File: src/rtl/hw_halt_pkg.sv
package hw_halt_pkg;
    typedef enum logic [1:0] {
        HS_RUN    = 2'b00,
        HS_HALT   = 2'b01,
        HS_SETTLE = 2'b10
    } hw_state_e;

    localparam logic [1:0] OPT_CRYSTAL  = 2'b00;
    localparam logic [1:0] OPT_EXTERNAL = 2'b01;
    localparam logic [1:0] OPT_RC       = 2'b10;
endpackage

File: src/rtl/hw_edge_sync.sv
module hw_edge_sync #(
    parameter int STAGES = 2
) (
    input  logic clk,
    input  logic rst_n,
    input  logic pin,
    output logic rise
);
    logic [STAGES-1:0] chain;
    logic              last;

    generate
        if (STAGES == 1) begin : g_one
            always_ff @(posedge clk or negedge rst_n) begin
                if (!rst_n) chain <= '0;
                else        chain <= pin;
            end
        end else begin : g_many
            always_ff @(posedge clk or negedge rst_n) begin
                if (!rst_n) chain <= '0;
                else        chain <= {chain[STAGES-2:0], pin};
            end
        end
    endgenerate

    always_ff @(posedge clk or negedge rst_n) begin
        if (!rst_n) last <= 1'b0;
        else        last <= chain[STAGES-1];
    end

    assign rise = chain[STAGES-1] & ~last;


    single_rise_chk: assert property (@(posedge clk) disable iff (!rst_n)
        rise |=> !rise);
endmodule

File: src/rtl/hw_tick_div.sv
module hw_tick_div #(
    parameter int DIV = 10
) (
    input  logic clk,
    input  logic rst_n,
    input  logic run,
    output logic tick
);
    localparam int W = (DIV > 1) ? $clog2(DIV) : 1;
    localparam logic [W-1:0] LAST = W'(DIV - 1);

    logic [W-1:0] cnt;

    always_ff @(posedge clk or negedge rst_n) begin
        if (!rst_n)          cnt <= '0;
        else if (!run)       cnt <= '0;
        else if (cnt == LAST) cnt <= '0;
        else                 cnt <= cnt + W'(1);
    end

    assign tick = run && (cnt == LAST);


    tick_spacing_chk: assert property (@(posedge clk) disable iff (!rst_n)
        tick |=> !tick);
endmodule

File: src/rtl/hw_settle_timer.sv
module hw_settle_timer #(
    parameter int TICKS = 256
) (
    input  logic clk,
    input  logic rst_n,
    input  logic load,
    input  logic tick,
    output logic done
);
    localparam int W = (TICKS > 1) ? $clog2(TICKS) : 1;
    localparam logic [W-1:0] FULL = W'(TICKS - 1);

    logic [W-1:0] cnt;

    always_ff @(posedge clk or negedge rst_n) begin
        if (!rst_n)                   cnt <= FULL;
        else if (load)                cnt <= FULL;
        else if (tick && cnt != '0)   cnt <= cnt - W'(1);
    end

    assign done = tick && !load && (cnt == '0);


    settle_load_chk: assert property (@(posedge clk) disable iff (!rst_n)
        load |=> cnt == FULL);


    settle_step_chk: assert property (@(posedge clk) disable iff (!rst_n)
        (tick && !load && cnt != '0) |=> cnt == $past(cnt) - W'(1));
endmodule

File: src/rtl/hw_halt_ctrl.sv
module hw_halt_ctrl
    import hw_halt_pkg::*;
#(
    parameter int TICK_DIV     = 10,
    parameter int SETTLE_TICKS = 256,
    parameter int SYNC_STAGES  = 2
) (
    input  logic       clk,
    input  logic       rst_n,
    input  logic [1:0] clk_opt,
    input  logic       halt_wr,
    input  logic       restart_pin,
    input  logic       wake_req,
    output logic       core_clk_en,
    output logic       resume_next,
    output logic       wdt_reload
);
    hw_state_e state, nxt;
    logic restart_rise, wake_rise;
    logic tick, done, load, leave;
    logic resume_q, reload_q;
    logic is_xtal;

    assign is_xtal = (clk_opt == OPT_CRYSTAL);

    hw_edge_sync #(.STAGES(SYNC_STAGES)) i_restart_sync (
        .clk(clk), .rst_n(rst_n), .pin(restart_pin), .rise(restart_rise));

    hw_edge_sync #(.STAGES(SYNC_STAGES)) i_wake_sync (
        .clk(clk), .rst_n(rst_n), .pin(wake_req), .rise(wake_rise));

    hw_tick_div #(.DIV(TICK_DIV)) i_tick (
        .clk(clk), .rst_n(rst_n), .run(state == HS_SETTLE), .tick(tick));

    hw_settle_timer #(.TICKS(SETTLE_TICKS)) i_timer (
        .clk(clk), .rst_n(rst_n), .load(load), .tick(tick), .done(done));

    always_comb begin
        nxt   = state;
        load  = 1'b0;
        leave = 1'b0;
        unique case (state)
            HS_RUN: begin
                if (halt_wr) nxt = HS_HALT;
            end
            HS_HALT: begin
                if (is_xtal) begin
                    if (wake_rise) begin
                        nxt   = HS_SETTLE;
                        load  = 1'b1;
                        leave = 1'b1;
                    end
                end else if (wake_rise || restart_rise) begin
                    nxt   = HS_RUN;
                    leave = 1'b1;
                end
            end
            HS_SETTLE: begin
                if (done) nxt = HS_RUN;
            end
            default: nxt = HS_RUN;
        endcase
    end

    always_ff @(posedge clk or negedge rst_n) begin
        if (!rst_n) state <= HS_RUN;
        else        state <= nxt;
    end

    always_ff @(posedge clk or negedge rst_n) begin
        if (!rst_n) begin
            resume_q <= 1'b0;
            reload_q <= 1'b0;
        end else begin
            reload_q <= leave;
            if (leave) resume_q <= 1'b1;
        end
    end

    always_comb begin
        core_clk_en = (state == HS_RUN);
        resume_next = resume_q;
        wdt_reload  = reload_q;
    end


    halt_gate_chk: assert property (@(posedge clk) disable iff (!rst_n)
        (state == HS_RUN && halt_wr) |=> !core_clk_en);


    restart_exit_chk: assert property (@(posedge clk) disable iff (!rst_n)
        (!is_xtal && state == HS_HALT && restart_rise) |=> (core_clk_en && resume_next));


    xtal_hold_chk: assert property (@(posedge clk) disable iff (!rst_n)
        (is_xtal && state == HS_HALT) |=> !core_clk_en);


    wake_exit_chk: assert property (@(posedge clk) disable iff (!rst_n)
        (!is_xtal && state == HS_HALT && wake_rise) |=> core_clk_en);


    warmup_chk: assert property (@(posedge clk) disable iff (!rst_n)
        (is_xtal && state == HS_HALT && wake_rise) |=> (!core_clk_en && wdt_reload));


    reload_src_chk: assert property (@(posedge clk) disable iff (!rst_n)
        wdt_reload |-> $past(state == HS_HALT));
endmodule

File: config.mk
export PLATFORM = sky130hd
export DESIGN_NAME = hw_halt_ctrl
export DESIGN_NICKNAME = d
export VERILOG_FILES = /design/src/rtl/hw_halt_pkg.sv /design/src/rtl/hw_edge_sync.sv /design/src/rtl/hw_tick_div.sv /design/src/rtl/hw_settle_timer.sv /design/src/rtl/hw_halt_ctrl.sv
export SDC_FILE = /design/constraint.sdc
export NUM_CORES = 1
export LEC_CHECK = 0
export BUFFER_PORTS_ARGS = -buffer_cell sky130_fd_sc_hd__buf_2
export CORE_ASPECT_RATIO = 0.8
export CORE_MARGIN = 5
export CORE_UTILIZATION = 50
export CTS_CLUSTER_SIZE = 8
export DETAILED_ROUTE_END_ITERATION = 16
export PLACE_DENSITY = 0.69
export REMOVE_ABC_BUFFERS = 1
export SYNTH_ARGS = -nofsm -noshare
export SYNTH_HDL_FRONTEND = slang
export SYNTH_HIERARCHICAL = 1
export SYNTH_SLANG_ARGS = --single-unit
File: constraint.sdc
create_clock -name clk -period 4.9 [get_ports clk]
set_input_delay 0.49 -clock clk [delete_from_list [all_inputs] [get_ports clk]]
set_output_delay 0.49 -clock clk [all_outputs]
set_load 0.01 [all_outputs]
After elaboration in Yosys (flattened, before gate mapping)
Index checks and enable logic that the tools add are counted.
W data, S select, Z words.
{"block": "totals", "register_bits": 22, "elab_cells": 50}
{"block": "classes", "add_sub_neg": 2, "n_eq_ne": 7, "n_mux": 16, "bitwise": 4, "reduce_logical": 12}
{"op": "$mux W8", "n": 2}
{"op": "$mux W2", "n": 5}
{"op": "$logic_not A8 Y1", "n": 1}
{"op": "$mux W4", "n": 2}
{"op": "$reduce_bool A8 Y1", "n": 1}
{"op": "$sub A8 B1 Y8 const B", "n": 1}
{"op": "$mux W1", "n": 6}
{"op": "$ne A3 B3 Y1 const B", "n": 2}
{"op": "$pmux W2 S3", "n": 1}
{"op": "$add A4 B1 Y4 const B", "n": 1}
{"op": "$eq A4 B4 Y1 const B", "n": 1}
{"op": "$logic_and A1 B1 Y1", "n": 4}
{"op": "$logic_not A2 Y1", "n": 2}
{"op": "$ne A2 B2 Y1 const B", "n": 2}
{"op": "$reduce_and A4 Y1", "n": 1}
{"op": "$and A1 B1 Y1", "n": 2}
{"op": "$eq A2 B1 Y1 const B", "n": 1}
{"op": "$eq A2 B2 Y1 const B", "n": 1}
{"op": "$not A1 Y1", "n": 2}
{"op": "$reduce_bool A2 Y1", "n": 1}
{"op": "$logic_not A1 Y1", "n": 1}
{"op": "$logic_or A1 B1 Y1", "n": 1}

Depth between registers and ports, before layout
Gate-level depths: netlist of run 1.
{"block": "logic_depth", "word_depth": 10, "mapped_depth": 7}

Modules after synthesis
Netlist of run 1, hierarchy kept.
{"module": "hw_settle_timer", "instances": 1, "cells_each": 51, "area_per_inst_um2": 514.2, "seq_area_each_um2": 210.2}
{"module": "hw_tick_div", "instances": 1, "cells_each": 20, "area_per_inst_um2": 212.7, "seq_area_each_um2": 100.1}
{"module": "hw_halt_ctrl", "instances": 1, "cells_each": 20, "area_per_inst_um2": 200.2, "seq_area_each_um2": 100.1}
{"module": "hw_edge_sync", "instances": 2, "cells_each": 4, "area_per_inst_um2": 88.8, "seq_area_each_um2": 75.1}

Worst setup path before layout of run 1
No wires, ideal clock.
{"block": "synth_timing", "path_type": "flip-flop to flip-flop", "start": "register i_tick.cnt[1]", "end": "register i_timer.cnt[5]", "setup_ns": 0.092, "t_arrival_ns": 2.114, "slack_ns": 2.694, "stages_incl_launch_ff": 8, "cell_sequence": "dfrtp_1 > inv_1 > ha_1 > nand2_1 > nor3b_1 > or4b_2 > o31ai_1 > o211ai_1"}
{"block": "synth_via", "elab_chain_cells": 4}
{"element": "from (decl)", "line_no": "hw_tick_div.sv:12", "source": "logic [W-1:0] cnt;"}
{"element": "from (signal assigned)", "line_no": "hw_tick_div.sv:18", "source": "else cnt <= cnt + W'(1);"}
{"element": "$eq A4 B4 Y1", "line_no": "hw_tick_div.sv:21", "source": "assign tick = run && (cnt == LAST);"}
{"element": "$logic_and A1 B1 Y1", "line_no": "hw_tick_div.sv:21"}
{"element": "net tick", "line_no": "hw_halt_ctrl.sv:20", "source": "logic tick, done, load, leave;"}
{"element": "$logic_and A1 B1 Y1", "line_no": "hw_settle_timer.sv:18", "source": "else if (tick && cnt != '0) cnt <= cnt - W'(1);"}
{"element": "$reduce_bool A2 Y1 (no source line)"}
{"element": "to (signal assigned)", "line_no": "hw_settle_timer.sv:18"}
{"element": "to (decl)", "line_no": "hw_settle_timer.sv:13", "source": "logic [W-1:0] cnt;"}
The timed path passes the listed nets, and every way through them passes these cells.
A chain may end at the register's enable or synchronous reset.

Worst setup path after layout of run 1
{"block": "layout_timing", "start": "register state[0]", "end": "register i_timer.cnt[7]"}
{"block": "layout_via", "elab_chain_cells": 4, "elab_cells_between_ends": 7, "cone_classes": "eq/ne (2); mux (2); reduce/logical (3)"}
{"element": "from (decl)", "line_no": "hw_halt_ctrl.sv:18", "source": "hw_state_e state, nxt;"}
{"element": "from (signal assigned)", "line_no": "hw_halt_ctrl.sv:67", "source": "else state <= nxt;"}
{"element": "$eq A2 B2 Y1", "line_no": "hw_halt_ctrl.sv:33", "source": ".clk(clk), .rst_n(rst_n), .run(state == HS_SETTLE), .tick(tick));"}
{"element": "$logic_and A1 B1 Y1", "line_no": "hw_tick_div.sv:21"}
{"element": "net tick", "line_no": "hw_halt_ctrl.sv:20"}
{"element": "$logic_and A1 B1 Y1", "line_no": "hw_settle_timer.sv:18"}
{"element": "$reduce_bool A2 Y1 (no source line)"}
The timed path passes the listed nets, and every way through them passes these cells.

==> PnR_summary.wiki, run 1 <==
{| class="wikitable"
! Metric !! Value
|-
| Run status || complete, no violations
|-
| Critical path type || reg2reg
|-
| Global placer's final weighted congestion || 0.889
|-
| Sort of element at the end of the critical path || register
|-
| Min cycle time layout || 2.52 ns
|-
| Detailed-router iteration count before antenna repair || 4
|-
| Post-Synthesis Cell Area || 1100 um2
|-
| Fraction of met2 tracks used by global routing || 20.3%
|-
| Achievable Freq || 397 MHz
|-
| Final setup violating endpoints || 0
|-
| Cell Chain, Critical Path || nor2b_1, nor3b_1, nor4b_1, nand3_1, o31a_1
|-
| Multi-input logic area || 500 um2
|-
| Number of synthesized flops with an enable pin || 0
|-
| Final setup skew || 0.00240 ns
|-
| Util after Layout || 56.1%
|-
| Antenna violations before repair || 0
|-
| Clock latency on the worst-skew pair || 0.30 ns
|-
| Number of buffers and inverters on the critical path || 0
|-
| Number of placed I/O pins || 10
|-
| Wirelength, routed || 1.96 mm
|-
| Cell class contributing the biggest share of worst-path delay || simple AND/OR/NAND/NOR gates
|-
| Share of the synthesized area in compound gates (AO/OA/AOI/OAI) || 17.3%
|-
| Total Power Consumption || 359 uW
|-
| Sequential cell area || 561 um2
|-
| Ant diodes || 0
|-
| Power per Cell Area || 299 nW/um2
|-
| Height of the die || 52.0 um
|-
| Worst path arrival time || 2.77 ns
|-
| Area of the die || 3260 um2
|-
| CTS buffer count || 3
|-
| Critical Path Max Stage Delay || 0.66 ns
|-
| Synthesized-area fraction occupied by and/or/nand/nor cells || 21.9%
|-
| CTS clk-pin slew, worst paths || 0.12 ns
|-
| Relative area change from synthesis to final layout || 8.61%
|-
| Post-detailed-placement half-perimeter wirelength || 1.44 mm
|-
| Final worst path period share || 51.4%
|-
| Top cell type by total area after synthesis || dfrtp_1
|-
| H-Tree Depth || 1
|-
| Yosys cell types || 35
|-
| Total Neg Setup Slack || 0 ns
|-
| DR DRC count || 0
|-
| Worst slew margin || 50.9%
|-
| Routed length per placed instance || 14.6 um
|-
| Final net count || 120
|-
| ANT nets after route || 0
|-
| Slew Limit Fails || 0
|-
| Standard-cell row count || 15
|-
| CTS tree || done
|-
| Post-Synthesis Cells || 99
|-
| Crit-path max FO || 7
|-
| Cell type of the slowest stage on the worst timing path || nor3b_1
|-
| Initial cell density of the core || 51.6%
|-
| Xor/xnor share of the synthesized area || 0%
|-
| Std-Cell Core Area || 2140 um2
|-
| Unrepaired setup endpoints after global routing || no
|-
| Required arrival time at the worst endpoint || 5.14 ns
|-
| Clk sinks || 22
|-
| Top cells by area in the synthesized netlist || dfrtp_1 32%, dfstp_2 19%, nor2_1 4.1%, ha_1 3.4%, o31ai_1 3.4%
|-
| GRT met1 Usage || 17.2%
|-
| Count of buffers from port buffering || 9
|-
| Hold Path Class || in2async
|-
| Number of buffers inserted by hold repair at cts || 0
|-
| Number of fill cells || 193
|-
| Largest vdd supply drop || 0.168 mV
|-
| Clock root buffer || clkbuf_4
|-
| Busiest metal layer after global routing || met2
|-
| # Max-Cap Violations || 0
|-
| Number of global-route vias before repair || 702
|-
| Sequential share of the synthesized area || 50.7%
|-
| GRT met3 Usage || 5.83%
|-
| Worst Setup Start Kind || register
|-
| Yosys synthesis warning count || 6
|-
| Mean instance size in the synthesized netlist || 11.2 um2
|-
| GRT Total Usage || 13.0%
|-
| Number of vias per cell || 5.86
|-
| Longest Clk Path Bufs || 2
|-
| Number of instances resized during post-cts repair || 0
|-
| Flip-flop and latch count after synthesis || 22
|-
| Most common library cells after synthesis || 14 x dfrtp_1, 12 x nor2_1, 8 x dfstp_2, 7 x inv_1
|-
| Sum of overflow across all layers after global routing || 0
|-
| Combinational family with the most area after synthesis || simple AND/OR/NAND/NOR gates
|-
| Dominant cell by count in the synthesized netlist || dfrtp_1
|-
| Ratio of cells with drive above 1 in the final layout || 27.5%
|-
| Minimum hold slack || 0.128 ns
|-
| Die X-Extent || 62.6 um
|-
| Fraction of synthesized cell area taken by the top area cell type || 31.7%
|-
| Hold Vio Cnt, Final || 0
|-
| Vias after detailed routing || 785
|-
| Share of flip-flops with an asynchronous set or reset || 100%
|-
| Adder-Cell Fraction of Synth Area || 3.40%
|-
| Leakage power of the design || 0.522 nW
|-
| Number of buffers added for setup after CTS || 0
|-
| Global-route wire length before repair || 3.30 mm
|-
| Number of DRC markers after the initial detailed-route iteration || 24
|-
| Transition time at the pin with the least slew margin || 0.735 ns
|-
| Primary FF master, synth || dfrtp_1
|-
| Multiplexer share of the synthesized area || 2.72%
|-
| Largest net degree at the start of global routing || 23
|}
stage by stage:
step | instance area [um2] | setup WS, ns | instances
detailed placement | 1160 | 2.42 | 130
global placement | 1160 | 2.51 | 130
CTS | 1200 | 2.39 | 134
finish | 1200 | 2.38 | 134
floorplan | 1090 | 2.69 | 96
global route | 1200 | 2.18 | 134
cell type report:
class	instances	area share, %
sequential	22	46.7
tap	25	2.61
clock buffer	4	3.02
inverter	7	2.19
timing repair buffer	9	3.75
multi-input combinational	67	41.7
report_power, final:
group          total (mW)  switching (mW)  internal [mW]
clock              0.0987          0.0533         0.0454
combinational      0.0455          0.0230         0.0225
sequential          0.215          0.0166          0.198
total               0.359          0.0929          0.266
layer usage:
layer / share of wire, % / up-vias / routed length [um]
li1: - / 381 / -
met1: 47 / 387 / 916
met2: 47 / 15 / 923
met3: 5.7 / 2 / 112
met4: 0.36 / 0 / 7
met5: 0 / - / 0
placed cells by master, fill, tap and decap left out, types with 3 or more instances in the layout:
| cell | n |
|---|---|
| dfrtp_1 | 14 |
| o21ai_0 | 3 |
| dfstp_2 | 8 |
| o31ai_1 | 5 |
| nor3b_1 | 3 |
| nor2_1 | 12 |
| inv_1 | 7 |
| nor2b_1 | 3 |
| ha_1 | 3 |
| mux2i_1 | 3 |
| clkbuf_4 | 3 |
| a21oi_1 | 5 |
| buf_2 | 9 |
| nand2_1 | 3 |
final timing paths:
kind,from,end,slack (ns),depth (start not counted)
max in group asynchronous,rst_n,i_timer/cnt[1],4.42,1
min in group clk,wake_req,i_wake_sync/chain[0],0.28,1
max,state[0],i_timer/cnt[7],2.38,5
max reg2reg,state[0],i_timer/cnt[7],2.38,5
min,rst_n,resume_next,0.13,1
min reg2reg,i_wake_sync/chain[0],i_wake_sync/chain[1],0.37,0
logic make-up after synthesis:
family / after synthesis
AO/OA/AOI/OAI: 23
adder cells (fa/ha/maj): 3
buffers and inverters: 10
flip-flops: 22
multiplexers: 3
AND/OR/NAND/NOR: 38
worst register-to-register path: stages, from the launching register on:
cell and delay, ns:
dfrtp_1 0.46, nor2b_1 0.29, nor3b_1 0.66, nor4b_1 0.62, nand3_1 0.14, o31a_1 0.30
state kept, by name, indices dropped and copies added, names as in the netlist:
signal	flops
i_restart_sync/chain	2
wdt_reload	1
i_tick/cnt	4
i_wake_sync/last	1
i_timer/cnt	8
state	2
i_restart_sync/last	1
resume_next	1
i_wake_sync/chain	2
No activity file was read; power rests on OpenSTA's default activity.
==> run 2, diff against run 1 <==
==> constraint.sdc (replaced) <==
create_clock -name clk -period 2.6 [get_ports clk]
set_input_delay 0.26 -clock clk [delete_from_list [all_inputs] [get_ports clk]]
set_output_delay 0.26 -clock clk [all_outputs]
set_load 0.01 [all_outputs]
==> PnR_summary.wiki, run 2 (synthesis results as in run 1) <==
{| class="wikitable"
! Metric !! Value
|-
| Largest net degree at the start of global routing || 23 (unchanged)
|-
| Detailed-router iteration count before antenna repair || 4 (unchanged)
|-
| Die X-Extent || 62.6 um (unchanged)
|-
| Finished Cell Area || 1210 um2 (+1.3%)
|-
| Most common cell after layout, fill and taps aside || dfrtp_1
|-
| Unrepaired setup endpoints after global routing || no
|-
| Ratio of cells with drive above 1 in the final layout || 27.7% (+0.16 points)
|-
| Number of buffers added for setup after CTS || 0 (unchanged)
|-
| Critical path type || reg2reg
|-
| CTS buffer count || 3 (unchanged)
|-
| Max Used Layer || met4
|-
| Final setup violating endpoints || 0 (unchanged)
|-
| Post-detailed-placement half-perimeter wirelength || 1.37 mm (-4.8%)
|-
| Worst Setup Start Kind || register
|-
| Area of the die || 3260 um2 (unchanged)
|-
| Final worst path period share || 83.4% (+32 points)
|-
| Met2 wire length || 812 um (-12%)
|-
| Sort of element at the end of the critical path || register
|-
| Largest registers || i_timer/cnt (8), i_tick/cnt (4)
|-
| Std-Cell Core Area || 2140 um2 (unchanged)
|-
| Clk sinks || 22 (unchanged)
|-
| Final setup skew || 0.00799 ns (+0.00559 ns)
|-
| Total Neg Setup Slack || 0 ns (unchanged)
|-
| CTS tree || done
|-
| Standard-cell row count || 15 (unchanged)
|-
| Ant diodes || 0 (unchanged)
|-
| Worst slew margin || 68.9% (+18 points)
|-
| Longest Clk Path Bufs || 2 (unchanged)
|-
| Clock latency on the worst-skew pair || 0.30 ns (about the same)
|-
| Minimum hold slack || 0.0624 ns (-0.0654 ns)
|-
| Global placer's final weighted congestion || 0.847 (-4.7%)
|-
| Hold Path Class || in2reg
|-
| Top register by number of flip-flops || i_timer/cnt
|-
| Largest vdd supply drop || 0.345 mV (+100%)
|-
| Run status || complete, no violations
|-
| ANT nets after route || 0 (unchanged)
|-
| Number of DRC markers after the initial detailed-route iteration || 24 (unchanged)
|-
| Top library cells by usage in the layout, fill and taps aside || 14 x dfrtp_1, 12 x nor2_1, 9 x buf_2
|-
| # Max-Cap Violations || 0 (unchanged)
|-
| Count of buffers from port buffering || 9 (unchanged)
|-
| Wirelength, routed || 1.84 mm (-6.0%)
|-
| CTS clk-pin slew, worst paths || 0.11 ns (about the same)
|-
| Height of the die || 52.0 um (unchanged)
|-
| Slew Limit Fails || 0 (unchanged)
|-
| Final net count || 123 (+2.5%)
|-
| Antenna violations before repair || 0 (unchanged)
|-
| Initial cell density of the core || 51.6% (unchanged)
|-
| Vias after detailed routing || 770 (-1.9%)
|-
| DP Area || 1180 um2 (+1.3%)
|-
| Global-route wire length before repair || 3.22 mm (-2.3%)
|-
| Power per Cell Area || 529 nW/um2 (+77%)
|-
| Number of vias per cell || 5.62 (-4.1%)
|-
| Sum of overflow across all layers after global routing || 0 (unchanged)
|-
| Metal3 WL || 100 um (-11%)
|-
| Transition time at the pin with the least slew margin || 0.467 ns (-0.268 ns)
|-
| Routed length per placed instance || 13.4 um (-8.1%)
|-
| Achievable Freq || 461 MHz (+16%)
|-
| Hold Vio Cnt, Final || 0 (unchanged)
|-
| Max FFs per register || 8 (unchanged)
|-
| Required arrival time at the worst endpoint || 2.83 ns (-2.31 ns)
|-
| Relative area change from synthesis to final layout || 9.97%
|-
| Clock root buffer || clkbuf_4
|-
| Leakage power of the design || 0.531 nW (+1.7%)
|-
| H-Tree Depth || 1 (unchanged)
|-
| Number of placed I/O pins || 10 (unchanged)
|-
| Crit-path max FO || 7 (unchanged)
|-
| Number of fill cells || 187 (-3.1%)
|-
| Worst path arrival time || 2.40 ns (-0.37 ns)
|-
| Min cycle time layout || 2.17 ns (-0.351 ns)
|-
| GRT Total Usage || 12.8% (-0.19 points)
|-
| DR DRC count || 0 (unchanged)
|-
| Number of global-route vias before repair || 722 (+2.8%)
|-
| Length of routed wiring on met1 || 922 um (+0.66%)
|}
==> run 2: cell types whose count changed in the layout (fill, tap and decap cells not counted) <==
cell and change:
clkbuf_1 +1, clkbuf_8 -1, buf_4 +2, dlygate4sd3_1 +1
==> run 2: metal layers <==
metal  vias up  track usage, %
li1        381               -
met1       376            16.2
met2        11            19.8
met3         2            6.05
met4         0            2.83
met5         -               0
==> run 2: worst max-delay path, stage by stage (launching register included) <==
cell	delay, ns
dfrtp_1	0.47
nor2b_1	0.28
nor3b_1	0.22
buf_4	0.17
or4b_2	0.62
o31ai_1	0.21
o211ai_1	0.12
==> run 2: final timing paths <==
check	cells past startpoint	to	slack, ns	startpoint
min	1	i_restart_sync/chain[0]	0.06	restart_pin
max reg2reg	6	i_timer/cnt[5]	0.43	state[0]
min reg2reg	0	i_restart_sync/chain[1]	0.38	i_restart_sync/chain[0]
max	6	i_timer/cnt[5]	0.43	state[0]
max in group asynchronous	2	i_timer/cnt[1]	1.80	rst_n
min in group asynchronous	2	i_restart_sync/chain[0]	0.44	rst_n
==> run 2: repair_timing <==
action,CTS,global route
gates resized for setup,0,0
endpoints found under the hold margin,14,0
hold buffers,1,0
==> run 2: layout make-up <==
cell class,instances,area [um2],share of cell area [%]
Clock buffer,4,26.3,2.16
Inverter,7,26.3,2.16
Multi-Input combinational cell,67,500,41.2
Timing Repair Buffer,12,70.1,5.77
Sequential cell,22,561,46.1
Tap cell,25,31.3,2.57
==> run 2: power by group <==
| part | leakage, nW | total (mW) | switching [mW] | internal (mW) |
|---|---|---|---|---|
| logic | 0.260 | 0.0867 | 0.0434 | 0.0433 |
| registers | 0.257 | 0.405 | 0.0318 | 0.373 |
| clock network | 0.0150 | 0.151 | 0.0916 | 0.0597 |
| total | 0.531 | 0.643 | 0.167 | 0.476 |
==> run 2: per-stage QoR <==
step | utilization (%) | total power [mW] | worst slack (ns) | cells
2_1_floorplan | - | 0.463 | 0.394 | 96
3_3_place_gp | 55.1 | 0.494 | 0.515 | 132
3_5_place_dp | 55.1 | 0.499 | 0.431 | 132
4_1_cts | 56.8 | 0.655 | 0.412 | 137
5_1_grt | 56.8 | 0.698 | 0.337 | 137
6_report | 56.8 | 0.643 | 0.430 | 137
